==> src/rtl/pll_refpd_pkg.sv <==
package pll_refpd_pkg;

  localparam int RATIO_W = 7;

  typedef enum logic [1:0] {
    PUMP_Z  = 2'b00,
    PUMP_HI = 2'b01,
    PUMP_LO = 2'b10
  } pump_e;

  function automatic logic [RATIO_W-1:0] ref_ratio(input logic [2:0] code);
    case (code)
      3'd0:    ref_ratio = 7'd75;
      3'd1:    ref_ratio = 7'd25;
      3'd2:    ref_ratio = 7'd24;
      3'd3:    ref_ratio = 7'd15;
      3'd4:    ref_ratio = 7'd12;
      3'd5:    ref_ratio = 7'd6;
      default: ref_ratio = 7'd3;
    endcase
  endfunction

endpackage

==> src/rtl/pll_ref_divider.sv <==
module pll_ref_divider
  import pll_refpd_pkg::*;
(
  input  logic       clk,
  input  logic       rst_n,
  input  logic       run,
  input  logic       tick,
  input  logic [2:0] sel,
  output logic       ref_edge
);
  logic [RATIO_W-1:0] cnt;
  logic [RATIO_W-1:0] lim;
  logic               term;

  assign lim      = ref_ratio(sel) - RATIO_W'(1);
  assign term     = (cnt >= lim);
  assign ref_edge = run & tick & term;

  always_ff @(posedge clk) begin
    if (!rst_n || !run) cnt <= '0;
    else if (tick)      cnt <= term ? '0 : cnt + RATIO_W'(1);
  end

  assert_ref_needs_tick_R1: assert property (@(posedge clk) disable iff (!rst_n)
    ref_edge |-> tick);

endmodule

==> src/rtl/pll_lo_divider.sv <==
module pll_lo_divider #(
  parameter int NW       = 12,
  parameter int PRESCALE = 16
) (
  input  logic          clk,
  input  logic          rst_n,
  input  logic          run,
  input  logic          lo_pulse,
  input  logic          band_fm,
  input  logic [NW-1:0] n_value,
  output logic          div_edge
);
  logic          pre_pulse;
  logic [NW-1:0] n_cnt;
  logic [NW-1:0] n_act;
  logic [NW-1:0] n_eff;
  logic          term;

  generate
    if (PRESCALE > 1) begin : g_pre
      localparam int PW = $clog2(PRESCALE);
      logic [PW-1:0] pre;
      logic          pre_wrap;
      assign pre_wrap  = (pre == PW'(PRESCALE - 1));
      assign pre_pulse = band_fm ? (lo_pulse & pre_wrap) : lo_pulse;
      always_ff @(posedge clk) begin
        if (!rst_n || !run)        pre <= '0;
        else if (band_fm && lo_pulse) pre <= pre_wrap ? '0 : pre + PW'(1);
      end
    end else begin : g_nopre
      assign pre_pulse = lo_pulse;
    end
  endgenerate

  assign n_eff    = (n_value == '0) ? NW'(1) : n_value;
  assign term     = (n_cnt >= n_act - NW'(1));
  assign div_edge = run & pre_pulse & term;

  always_ff @(posedge clk) begin
    if (!rst_n || !run) begin
      n_cnt <= '0;
      n_act <= NW'(1);
    end else if (pre_pulse) begin
      if (term) begin
        n_cnt <= '0;
        n_act <= n_eff;
      end else begin
        n_cnt <= n_cnt + NW'(1);
      end
    end
  end

  assert_count_in_range_R3: assert property (@(posedge clk) disable iff (!rst_n)
    n_cnt < n_act);
  assert_div_needs_pulse_R2: assert property (@(posedge clk) disable iff (!rst_n)
    div_edge |-> lo_pulse);

endmodule

==> src/rtl/pll_phase_cmp.sv <==
module pll_phase_cmp
  import pll_refpd_pkg::*;
(
  input  logic       clk,
  input  logic       rst_n,
  input  logic       run,
  input  logic       ref_edge,
  input  logic       div_edge,
  input  logic       unlock_clr,
  output logic [1:0] pump_drv,
  output logic       unlock
);
  logic  up_q, dn_q;
  logic  nxt_up, nxt_dn, slip;
  pump_e pump;

  assign nxt_up = up_q | div_edge;
  assign nxt_dn = dn_q | ref_edge;
  assign slip   = (up_q & div_edge) | (dn_q & ref_edge);

  always_ff @(posedge clk) begin
    if (!rst_n || !run) begin
      up_q <= 1'b0;
      dn_q <= 1'b0;
    end else if (nxt_up && nxt_dn) begin
      up_q <= 1'b0;
      dn_q <= 1'b0;
    end else begin
      up_q <= nxt_up;
      dn_q <= nxt_dn;
    end
  end

  always_ff @(posedge clk) begin
    if (!rst_n)           unlock <= 1'b0;
    else if (run && slip) unlock <= 1'b1;
    else if (unlock_clr)  unlock <= 1'b0;
  end

  always_comb begin
    if (!run)      pump = PUMP_Z;
    else if (up_q) pump = PUMP_HI;
    else if (dn_q) pump = PUMP_LO;
    else           pump = PUMP_Z;
  end
  assign pump_drv = pump;

  assert_no_dual_pending_R6: assert property (@(posedge clk) disable iff (!rst_n)
    !(up_q && dn_q));
  assert_pump_legal_R6: assert property (@(posedge clk) disable iff (!rst_n)
    pump_drv != 2'b11);
  assert_unlock_sticky_R9: assert property (@(posedge clk) disable iff (!rst_n)
    (unlock && !unlock_clr) |=> unlock);
  assert_stop_clears_R7: assert property (@(posedge clk) disable iff (!rst_n)
    !run |=> (!up_q && !dn_q));

endmodule

==> src/rtl/pll_ref_phase.sv <==
module pll_ref_phase
  import pll_refpd_pkg::*;
#(
  parameter int NW       = 12,
  parameter int PRESCALE = 16
) (
  input  logic          clk,
  input  logic          rst_n,
  input  logic          xtal_tick,
  input  logic          lo_pulse,
  input  logic [2:0]    ref_sel,
  input  logic [NW-1:0] n_value,
  input  logic          band_fm,
  input  logic          halt,
  input  logic          pll_stop,
  input  logic          unlock_clr,
  output logic [1:0]    pump_drv,
  output logic          unlock
);
  logic run, ref_edge, div_edge;

  assign run = !(halt || pll_stop);

  pll_ref_divider u_ref (
    .clk(clk), .rst_n(rst_n), .run(run), .tick(xtal_tick),
    .sel(ref_sel), .ref_edge(ref_edge)
  );

  pll_lo_divider #(.NW(NW), .PRESCALE(PRESCALE)) u_lo (
    .clk(clk), .rst_n(rst_n), .run(run), .lo_pulse(lo_pulse),
    .band_fm(band_fm), .n_value(n_value), .div_edge(div_edge)
  );

  pll_phase_cmp u_cmp (
    .clk(clk), .rst_n(rst_n), .run(run), .ref_edge(ref_edge),
    .div_edge(div_edge), .unlock_clr(unlock_clr),
    .pump_drv(pump_drv), .unlock(unlock)
  );

  assert_held_is_z_R7: assert property (@(posedge clk) disable iff (!rst_n)
    (halt || pll_stop) |-> (pump_drv == 2'b00));

endmodule

==> config.mk <==
export PLATFORM = sky130hd
export DESIGN_NAME = pll_ref_phase
export DESIGN_NICKNAME = d
export VERILOG_FILES = /design/src/rtl/pll_refpd_pkg.sv /design/src/rtl/pll_ref_divider.sv /design/src/rtl/pll_lo_divider.sv /design/src/rtl/pll_phase_cmp.sv /design/src/rtl/pll_ref_phase.sv
export SDC_FILE = /design/constraint.sdc
export NUM_CORES = 1
export LEC_CHECK = 0
export ABC_CLOCK_PERIOD_IN_PS = 3500
export BUFFER_PORTS_ARGS = -buffer_cell sky130_fd_sc_hd__buf_4
export CAP_MARGIN = 20
export CORE_MARGIN = 5
export CORE_UTILIZATION = 40
export CTS_CLUSTER_DIAMETER = 200
export CTS_CLUSTER_SIZE = 24
export DETAILED_ROUTE_END_ITERATION = 10
export PLACE_DENSITY = 0.63
export SYNTH_ARGS = -nofsm -noshare
export SYNTH_HDL_FRONTEND = slang
export SYNTH_SLANG_ARGS = --single-unit
==> constraint.sdc <==
create_clock -name clk -period 3.5 [get_ports clk]
set_input_delay 0.35 -clock clk [delete_from_list [all_inputs] [get_ports clk]]
set_output_delay 0.35 -clock clk [all_outputs]
set_load 0.005 [all_outputs]
; After elaboration in Yosys (flattened, before gate mapping)
; Cells that the tools add are included.
[classes]
n_addsub = 5
order_cmp = 2
n_eq_ne = 6
mux = 11
bitwise_logic = 10
n_reduce_logical = 12
[op_table]
columns = cell, count
row1 = $pmux 7 s6, 1
row2 = $mux 12, 2
row3 = $add 12x1->12 const B, 1
row4 = $ge 12x12->1, 1
row5 = $logic_not 12->1, 1
row6 = $sub 12x1->12 const B, 1
row7 = $add 7x1->7 const B, 1
row8 = $and 1x1->1, 7
row9 = $ge 7x7->1, 1
row10 = $mux 7, 1
row11 = $sub 7x1->7 const B, 1
row12 = $eq 3x2->1 const B, 2
row13 = $eq 3x3->1 const B, 2
row14 = $mux 2, 3
row15 = $add 4x1->4 const B, 1
row16 = $eq 4x4->1 const B, 1
row17 = $mux 4, 1
row18 = $eq 3x1->1 const B, 1
row19 = $logic_and 1x1->1, 3
row20 = $logic_not 3->1, 1
row21 = $mux 1, 3
row22 = $or 1x1->1, 3
row23 = $logic_not 1->1, 2
row24 = $logic_or 1x1->1, 2
row25 = 3 further kinds, 3
[word_totals]
reg_bits = 38
inputBits = 23
out_inout_bits = 3
word_cells = 53

; Depth between registers and ports, before layout
; Gate-level depths: netlist of run 1.
[depth]
word_depth = 9
mapped_depth = 12
ltp_nobuf = 11

; Cells and area by module
; From an unflattened synthesis of run 1, not the netlist that was laid out.
[hier_totals]
cells_unflattened = 288
hier_area_um2 = 2436.1
[by_module_without_submodules]
columns = mod, instances, cells_each, area_per_inst_um2, seq_area_each_um2
row1 = pll_lo_divider, 1, 205, 1702.9, 560.5
row2 = pll_ref_divider, 1, 68, 588.1, 140.1
row3 = pll_phase_cmp, 1, 14, 141.4, 60.1
row4 = pll_ref_phase, 1, 1, 3.8, 0.0

; Least setup slack after synthesis of run 1
; Ideal clock, no wire load.
[synth_path]
path_kind = flip-flop to flip-flop
from = register u_lo.n_act[6]
to = register u_lo.n_act[10]
setup_time_ps = 72
arrival_ps = 2517
required_ps = 3428
slack_ps = 911
stages_incl_launch_ff = 11
path_buffers = 1
synth_period_minus_slack_ps = 2589
path_cell_list = dfxtp_1 -> or4_1 -> nor3_1 -> xnor2_1 -> ha_1 -> nand4_1 -> nor3_1 -> o2111ai_4 -> nand2_4 -> buf_6 -> mux2i_1
[synth_between]
elab_chain_len = 3
[synth_rtl]
columns = item, line_no
row1 = "start, declared", pll_lo_divider.sv:15  ; logic [NW-1:0] n_act;
row2 = "start signal, assigned", pll_lo_divider.sv:46  ; n_act <= n_eff;
row3 = $sub 12x1->12, pll_lo_divider.sv:36  ; assign term = (n_cnt >= n_act - NW'(1));
row4 = $ge 12x12->1, pll_lo_divider.sv:36
row5 = $reduce_and 2->1 (no line), -
; Every way passes these cells.
; A chain may end at the register's enable or synchronous reset.

; Worst setup path after layout of run 1
[layout_path]
from = register u_lo.n_act[6]
to = register u_lo.n_act[6]
; Same word-level chain as after synthesis.

==> results of run 1 <==
[cells by family after synthesis]
logic type / count (synthesis) / share of synthesized area (%)
adder cells (fa/ha/maj): 23 / 11.9
other: 1 / 0.156
flip-flops: 38 / 31.6
XOR/XNOR: 28 / 10.2
multiplexers: 16 / 6.64
buffers and inverters: 16 / 3.43
AO/OA/AOI/OAI: 30 / 9.24
AND/OR/NAND/NOR: 121 / 26.9
[registers in the layout (all words and copies together) (netlist names)]
register and count:
u_ref.cnt 7, u_cmp.up_q 1, u_lo.g_pre.pre 4, u_cmp.unlock 1
u_lo.n_cnt 12, u_cmp.dn_q 1, u_lo.n_act 12
[worst paths after layout]
check | startpoint | end | slack [ns] | cells past startpoint
hold reg to reg | u_cmp.up_q | u_cmp.dn_q | 0.46 | 1
setup reg to reg | u_lo.n_act[6] | u_lo.n_act[6] | 0.62 | 9
setup / recovery | u_lo.n_act[6] | u_lo.n_act[6] | 0.62 | 9
hold / removal | n_value[1] | u_lo.n_act[1] | 0.31 | 3
[placed cells by master, fill, tap and decap left out, types with 2 or more instances in the layout]
master / synthesis / final
inv_1: 6 / 6
nor2b_1: 2 / 2
or3_1: 2 / 2
buf_4: 0 / 26
a21oi_1: 10 / 10
dfxtp_1: 38 / 38
and2_1: 5 / 5
nor3_2: 12 / 12
bufinv_16: 0 / 2
xnor2_1: 13 / 13
o21ai_0: 5 / 5
nor4_1: 5 / 5
xor2_1: 15 / 15
a311oi_1: 3 / 3
ha_1: 23 / 23
a21o_1: 4 / 4
and3_1: 2 / 2
nand4_1: 8 / 8
mux2i_1: 16 / 16
nand3_1: 4 / 4
nor2_1: 22 / 22
clkbuf_8: 0 / 6
nor3_1: 6 / 6
nand2_1: 43 / 43
nand2b_1: 2 / 2
[layer usage]
layer | up-vias | track usage, %
li1 | 1005 | -
met3 | 9 | 3.01
met1 | 906 | 16.7
met5 | - | 0
met2 | 28 | 22.1
met4 | 0 | 5.86
[cells in the mapped netlist (3+ instances only)]
master    count  area (µm²)
mux2i_1      16         160
nand3_1       4        20.0
a21o_1        4        30.0
nor3_1        6        30.0
ha_1         23         288
nor4_1        5        31.3
clkbuf_1      7        26.3
nand2_1      43         161
and2_1        5        31.3
xor2_1       15         131
o21ai_0       5        25.0
nand4_1       8        50.1
a311oi_1      3        26.3
dfxtp_1      38         761
buf_6         3        33.8
xnor2_1      13         114
nor3_2       12         120
nor2_1       22        82.6
a21oi_1      10        50.1
inv_1         6        22.5
[power by group through the flow]
stage               combinational [mW]  clock, mW  sequential, mW
floorplan                       0.0658          0           0.447
global placement                0.0945          0           0.448
detailed placement              0.0960          0           0.448
CTS                             0.0964      0.474           0.438
global route                     0.106      0.490           0.438
finish                          0.0954      0.467           0.438
[area by class of cell]
| type | count | area [µm²] |
|---|---|---|
| Clock buffer | 6 | 82.6 |
| Clock inverter | 2 | 60.1 |
| Fill cell | 574 | 3100 |
| Inverter | 6 | 22.5 |
| Multi-Input combinational cell | 219 | 1570 |
| Sequential cell | 38 | 761 |
| Tap cell | 75 | 93.8 |
| Timing Repair Buffer | 26 | 195 |
[critical path, stage by stage, from the launching register on]
cell and delay, ns:
dfxtp_1 0.36, or4_1 0.55, nor3_1 0.24, xnor2_1 0.10, ha_1 0.32, nand4_1 0.14, nor3_1 0.31, o2111ai_4 0.18
nand2_4 0.38, mux2i_1 0.22
==> impl_metrics.json, run 1 <==
{
  "die_w_um": 87.6,
  "clock.fmax_mhz": 347,
  "post-route-min-period_ns": 2.88,
  "final_util_pct": 47.3,
  "grt_pass1_wl_um": 8290,
  "clkLatencyLatePin_ns": 0.30,
  "wl_met1_um": 2260,
  "worstSetupPathType": "reg -> reg",
  "clk_pin_slew_ns": 0.08,
  "fin_worst_skew_ns": 0.00508,
  "io_buffers": 25,
  "yosysWarnings": 0,
  "tightestPinTransition_ns": 0.744,
  "switchingPower_uw": 218,
  "async_flop_share_pct": 0,
  "firstDrtPassIters": 4,
  "worst_setup_path_end_kind": "flip-flop",
  "combPwrFrac_pct": 9.5,
  "p_seq_share_pct": 43.8,
  "synth_edf_count": 0,
  "syn_area_per_cell_um2": 8.83,
  "clockRootBuffer": "clkbuf_8",
  "tns_ns": 0,
  "antenna_found_initial": 0,
  "total_power_uw": 1000,
  "swShare_pct": 21.8,
  "crit_fanout": 26,
  "period_share_pct": 82.2,
  "cts_resized": 0,
  "wl_per_cell_um": 12.7,
  "post_cts_buffers": 0,
  "vdd_drop_max_v": 0.000178,
  "grt_max_degree": 27,
  "max-clock-path-buffers": 2,
  "h-tree-depth": 2,
  "required_ns": 3.73,
  "cts_tree": "built",
  "vias": 1948,
  "cts_hold_buf": 0,
  "die_area_mm2": 0.00768,
  "cts.sinks": 38,
  "finalNetCount": 342,
  "syn-num-nets": 319,
  "crit_arrival_ns": 3.10,
  "dp_slack_ns": 0.611,
  "gr-total-overflow": 0,
  "syn2layout_area_growth_pct": 15.4,
  "hold_violations": 0,
  "drcViolationCount": 0,
  "core_mm2": 0.00589,
  "final_area_mm2": 0.00278,
  "synthFlopType": "dfxtp_1",
  "wl_um": 4720,
  "report.final.slew_viol_count": 0,
  "synth_cells": 273,
  "row_count": 28,
  "grtUsageTotal_pct": 13.4,
  "ys_types": 41,
  "ant_nets": 0,
  "dr_wl_met2_um": 2200,
  "worst_slack_ns": 0.622,
  "ios": 26,
  "power_density_mw_per_mm2": 359,
  "whs_ns": 0.309,
  "rsz0062_at_grt": "false",
  "dp_hpwl_um": 3520,
  "gp_congestion": 0.705,
  "place_inst": 364,
  "start_util_pct": 41.0,
  "numCtsBuffers": 5,
  "hold_class": "in -> reg",
  "avgViaCountPerCell": 5.24,
  "clockPowerShare_pct": 46.7,
  "p_leak_nw": 1.09,
  "diodes": 0,
  "dieHeight_um": 87.6,
  "placed_cell_area_mm2": 0.00264,
  "startpoint_type": "flip-flop",
  "synth_seq_cells": 38,
  "first_iter_violations": 68,
  "setup_violations": 0,
  "seq_area_frac_synth_pct": 31.6,
  "instances_no_fill": 372,
  "highest_layer": "met4",
  "drive_gt1_share_pct": 17.2,
  "syn_area_mm2": 0.00241,
  "grt_pass1_vias": 1906,
  "maxCapViolations": 0,
  "cellInternalPower_uw": 782,
  "status": "complete, no violations",
  "met3_length_um": 178,
  "slew_headroom_pct": 50.4
}
Note: power is estimated with default switching activity, not from simulation.
==> run 2, diff against run 1 <==
ABC_AREA = 1   (was not set)
ABC_CLOCK_PERIOD_IN_PS = 2450   (was 3500)
PLACE_DENSITY = 0.65   (was 0.63)
clock period = 2.45 ns   (was 3.5 ns; I/O delays follow)
==> run 2 against run 1 <==
  * The flow now finishes with violations (negative setup slack)
  * Power grew 28%
  * Cell area grew 13%
  * Synthesized cell count grew 27%
  * Utilization grew 5.7 points
  * Hold slack lost 0.10 ns
  * Synthesized area grew 2.5%
  * Final cell count grew 25%
  * Fmax grew 16%
  * Critical path depth grew 7
  * First-iteration DRC count grew 34%
  * Sequential power grew 43%
==> impl_metrics.json, run 2 <==
{
  "io_buffers": 25,
  "crit_chain": "nor2_2, nand3_4, nor3_4, buf_4, xor2_1, ha_1, nand2_2, nor2_4, buf_4, a21oi_4, nand2_4, buf_12, nand3_2, nand2_1, nand2_1, nand2_1",
  "p_leak_nw": 1.30,
  "place_inst": 450,
  "synth_top_family_by_area": "simple AND/OR/NAND/NOR gates",
  "drive_gt1_share_pct": 24.7,
  "hold_depth": 3,
  "synthAdderAreaFrac_pct": 11.6,
  "fin_worst_skew_ns": 0.00589,
  "rsz0062_at_grt": "true",
  "synth_largest_area_cell": "dfxtp_1",
  "maxCapViolations": 0,
  "cpMaxStageDelayCell": "dfxtp_1",
  "hold_class": "in -> reg",
  "hold_violations": 0,
  "yosysWarnings": 0,
  "avgViaCountPerCell": 4.88,
  "instances_no_fill": 464,
  "cts_tree": "built",
  "drcViolationCount": 0,
  "required_ns": 2.63,
  "period_share_pct": 101,
  "clockRootBuffer": "clkbuf_8",
  "r2r-end": "u_cmp.unlock",
  "layout_commonest_cell": "nand2_1",
  "mostFrequentLayoutCells": "nand2_1 (74), inv_1 (40), nor2_1 (37)",
  "synth_cells": 346,
  "start_util_pct": 41.5,
  "first_iter_violations": 91,
  "clk_pin_slew_ns": 0.07,
  "yosys.cell_count.top_type": "nand2_1",
  "ys_types": 34,
  "vias": 2265,
  "wl_um": 5710,
  "worst_slack_ns": -0.0303,
  "wl_per_cell_um": 12.3,
  "synthFlopType": "dfxtp_1",
  "die_w_um": 88.6,
  "row_count": 28,
  "grt_pass1_vias": 2036,
  "clock.fmax_mhz": 403,
  "placed_cell_area_mm2": 0.00278,
  "tns_ns": -0.0782,
  "power_density_mw_per_mm2": 405,
  "numCtsBuffers": 5,
  "h-tree-depth": 2,
  "violations": "negative setup slack",
  "total_power_mw": 1.28,
  "seq_area_frac_synth_pct": 30.8,
  "hold_end": "u_cmp.unlock",
  "grt_max_degree": 14,
  "clkLatencyLatePin_ns": 0.29,
  "cp_top_family": "simple AND/OR/NAND/NOR gates",
  "report.final.slew_viol_count": 0,
  "core_mm2": 0.00596,
  "setup_violations": 3,
  "tightestPinTransition_ns": 0.640,
  "gr-total-overflow": 0,
  "die_area_mm2": 0.00785,
  "crit_arrival_ns": 2.67,
  "synth-compound-area-share_pct": 6.53,
  "max-clock-path-buffers": 2,
  "gp_congestion": 0.809,
  "syn-num-nets": 392,
  "status": "finished, violations left",
  "synth_seq_cells": 38,
  "cts.sinks": 38,
  "post-route-min-period_ns": 2.48,
  "cts_hold_buf": 0,
  "final_area_mm2": 0.00316,
  "syn2layout_area_growth_pct": 27.7,
  "syn_area_mm2": 0.00247,
  "cp_common_cell": "nand2_1",
  "synth_area_leaders": "dfxtp_1 (31%), nand2_1 (12%), ha_1 (12%)",
  "max_stage_delay_ns": 0.39,
  "slew_headroom_pct": 57.2,
  "dp_hpwl_um": 4100,
  "synth_xor_area_share_pct": 7.09,
  "finalNetCount": 434,
  "yosys.area.top_type_share_pct": 30.8,
  "ant_nets": 0,
  "antenna_found_initial": 0,
  "vdd_drop_max_v": 0.000213,
  "hp-start": "unlock_clr",
  "ios": 26,
  "synth_edf_count": 0,
  "dieHeight_um": 88.6,
  "synthMuxAreaShare_pct": 0,
  "synthSimpleGateAreaFrac_pct": 35.1,
  "startpoint_type": "flip-flop",
  "crit_fanout": 7,
  "diodes": 0,
  "syn_area_per_cell_um2": 7.15,
  "path_buf_inv": 3,
  "reg2reg_setup_slack_ns": -0.03,
  "grt_pass1_wl_um": 8710,
  "final_util_pct": 53.0,
  "async_flop_share_pct": 0,
  "worst_setup_path_end_kind": "flip-flop",
  "worstSetupPathType": "reg -> reg",
  "firstDrtPassIters": 4,
  "grtUsageTotal_pct": 14.2,
  "timing.rr.start": "u_lo.n_act[5]",
  "ff2ff_path_depth": 16,
  "synth_common_cells": "nand2_1 (81), nor2_1 (44), inv_1 (42)",
  "largest_registers": "u_lo.n_act (12), u_lo.n_cnt (12), u_ref.cnt (7)"
}
[run 2: through the flow]
step	worst slack, ns	hold WS (ns)
final	-0.0303	0.209
after global routing	-0.223	0.208
after CTS	0.00469	0.201
after detailed placement	-0.102	0.462
after global placement	-0.00752	0.454
after floorplan	0.0396	0.399
[run 2: cells by family (layout without fill, tap and decap cells)]
family                   after synthesis  in the layout
AO/OA/AOI/OAI                         30             30
XOR/XNOR                              20             20
adder cells (fa/ha/maj)               23             23
buffers and inverters                 48             90
flip-flops                            38             38
other                                  1              1
AND/OR/NAND/NOR                      186            187
[run 2: worst register-to-register path, stage by stage, from the launching register on]
cell and delay, ns:
dfxtp_1 0.39, nor2_2 0.18, nand3_4 0.11, nor3_4 0.19, buf_4 0.13, xor2_1 0.17
ha_1 0.26, nand2_2 0.09, nor2_4 0.05, buf_4 0.13, a21oi_4 0.16, nand2_4 0.12
buf_12 0.16, nand3_2 0.05, nand2_1 0.06, nand2_1 0.06, nand2_1 0.06
[run 2: worst max-delay path by stage]
stage,startpoint,to,slack (ns),cells after the start
floorplan,u_lo.n_act[2],u_lo.n_cnt[7],0.04,17
global placement,u_lo.n_act[2],u_lo.n_act[8],-0.008,16
detailed placement,u_lo.n_act[2],u_lo.n_act[7],-0.10,16
CTS,u_lo.n_act[0],u_cmp.up_q,0.005,19
global route,u_lo.n_act[5],u_cmp.dn_q,-0.22,17
finish,u_lo.n_act[5],u_cmp.unlock,-0.03,16
[run 2: area by class of cell]
cell class              count  area, µm²
inverters                  44        173
multi-input cells         261       1710
clock inverters             1       5.00
well taps                  75       93.8
fillers                   591       2800
clock buffers               7       86.3
repair buffers             38        319
flip-flops and latches     38        771
[run 2: per-layer routing]
layer | share of wire (%) | track usage, %
met1 | 43 | 16.2
met2 | 53 | 26.2
met3 | 2.5 | 2.79
met4 | 1.9 | 4.95
met5 | 0 | 0
[run 2: power breakdown]
part / switching [mW] / internal (mW) / leakage (nW)
registers: 0.00493 / 0.620 / 0.308
logic: 0.116 / 0.0968 / 0.946
clock network: 0.213 / 0.227 / 0.0482
total: 0.334 / 0.944 / 1.30
[run 2: what timing repair did]
| action | CTS | global route |
|---|---|---|
| gates cloned | 1 | 1 |
| pin swaps | 0 | 23 |
| gates resized for setup | 3 | 56 |
| setup buffers | 0 | 4 |
| setup endpoints to repair | 25 | 27 |
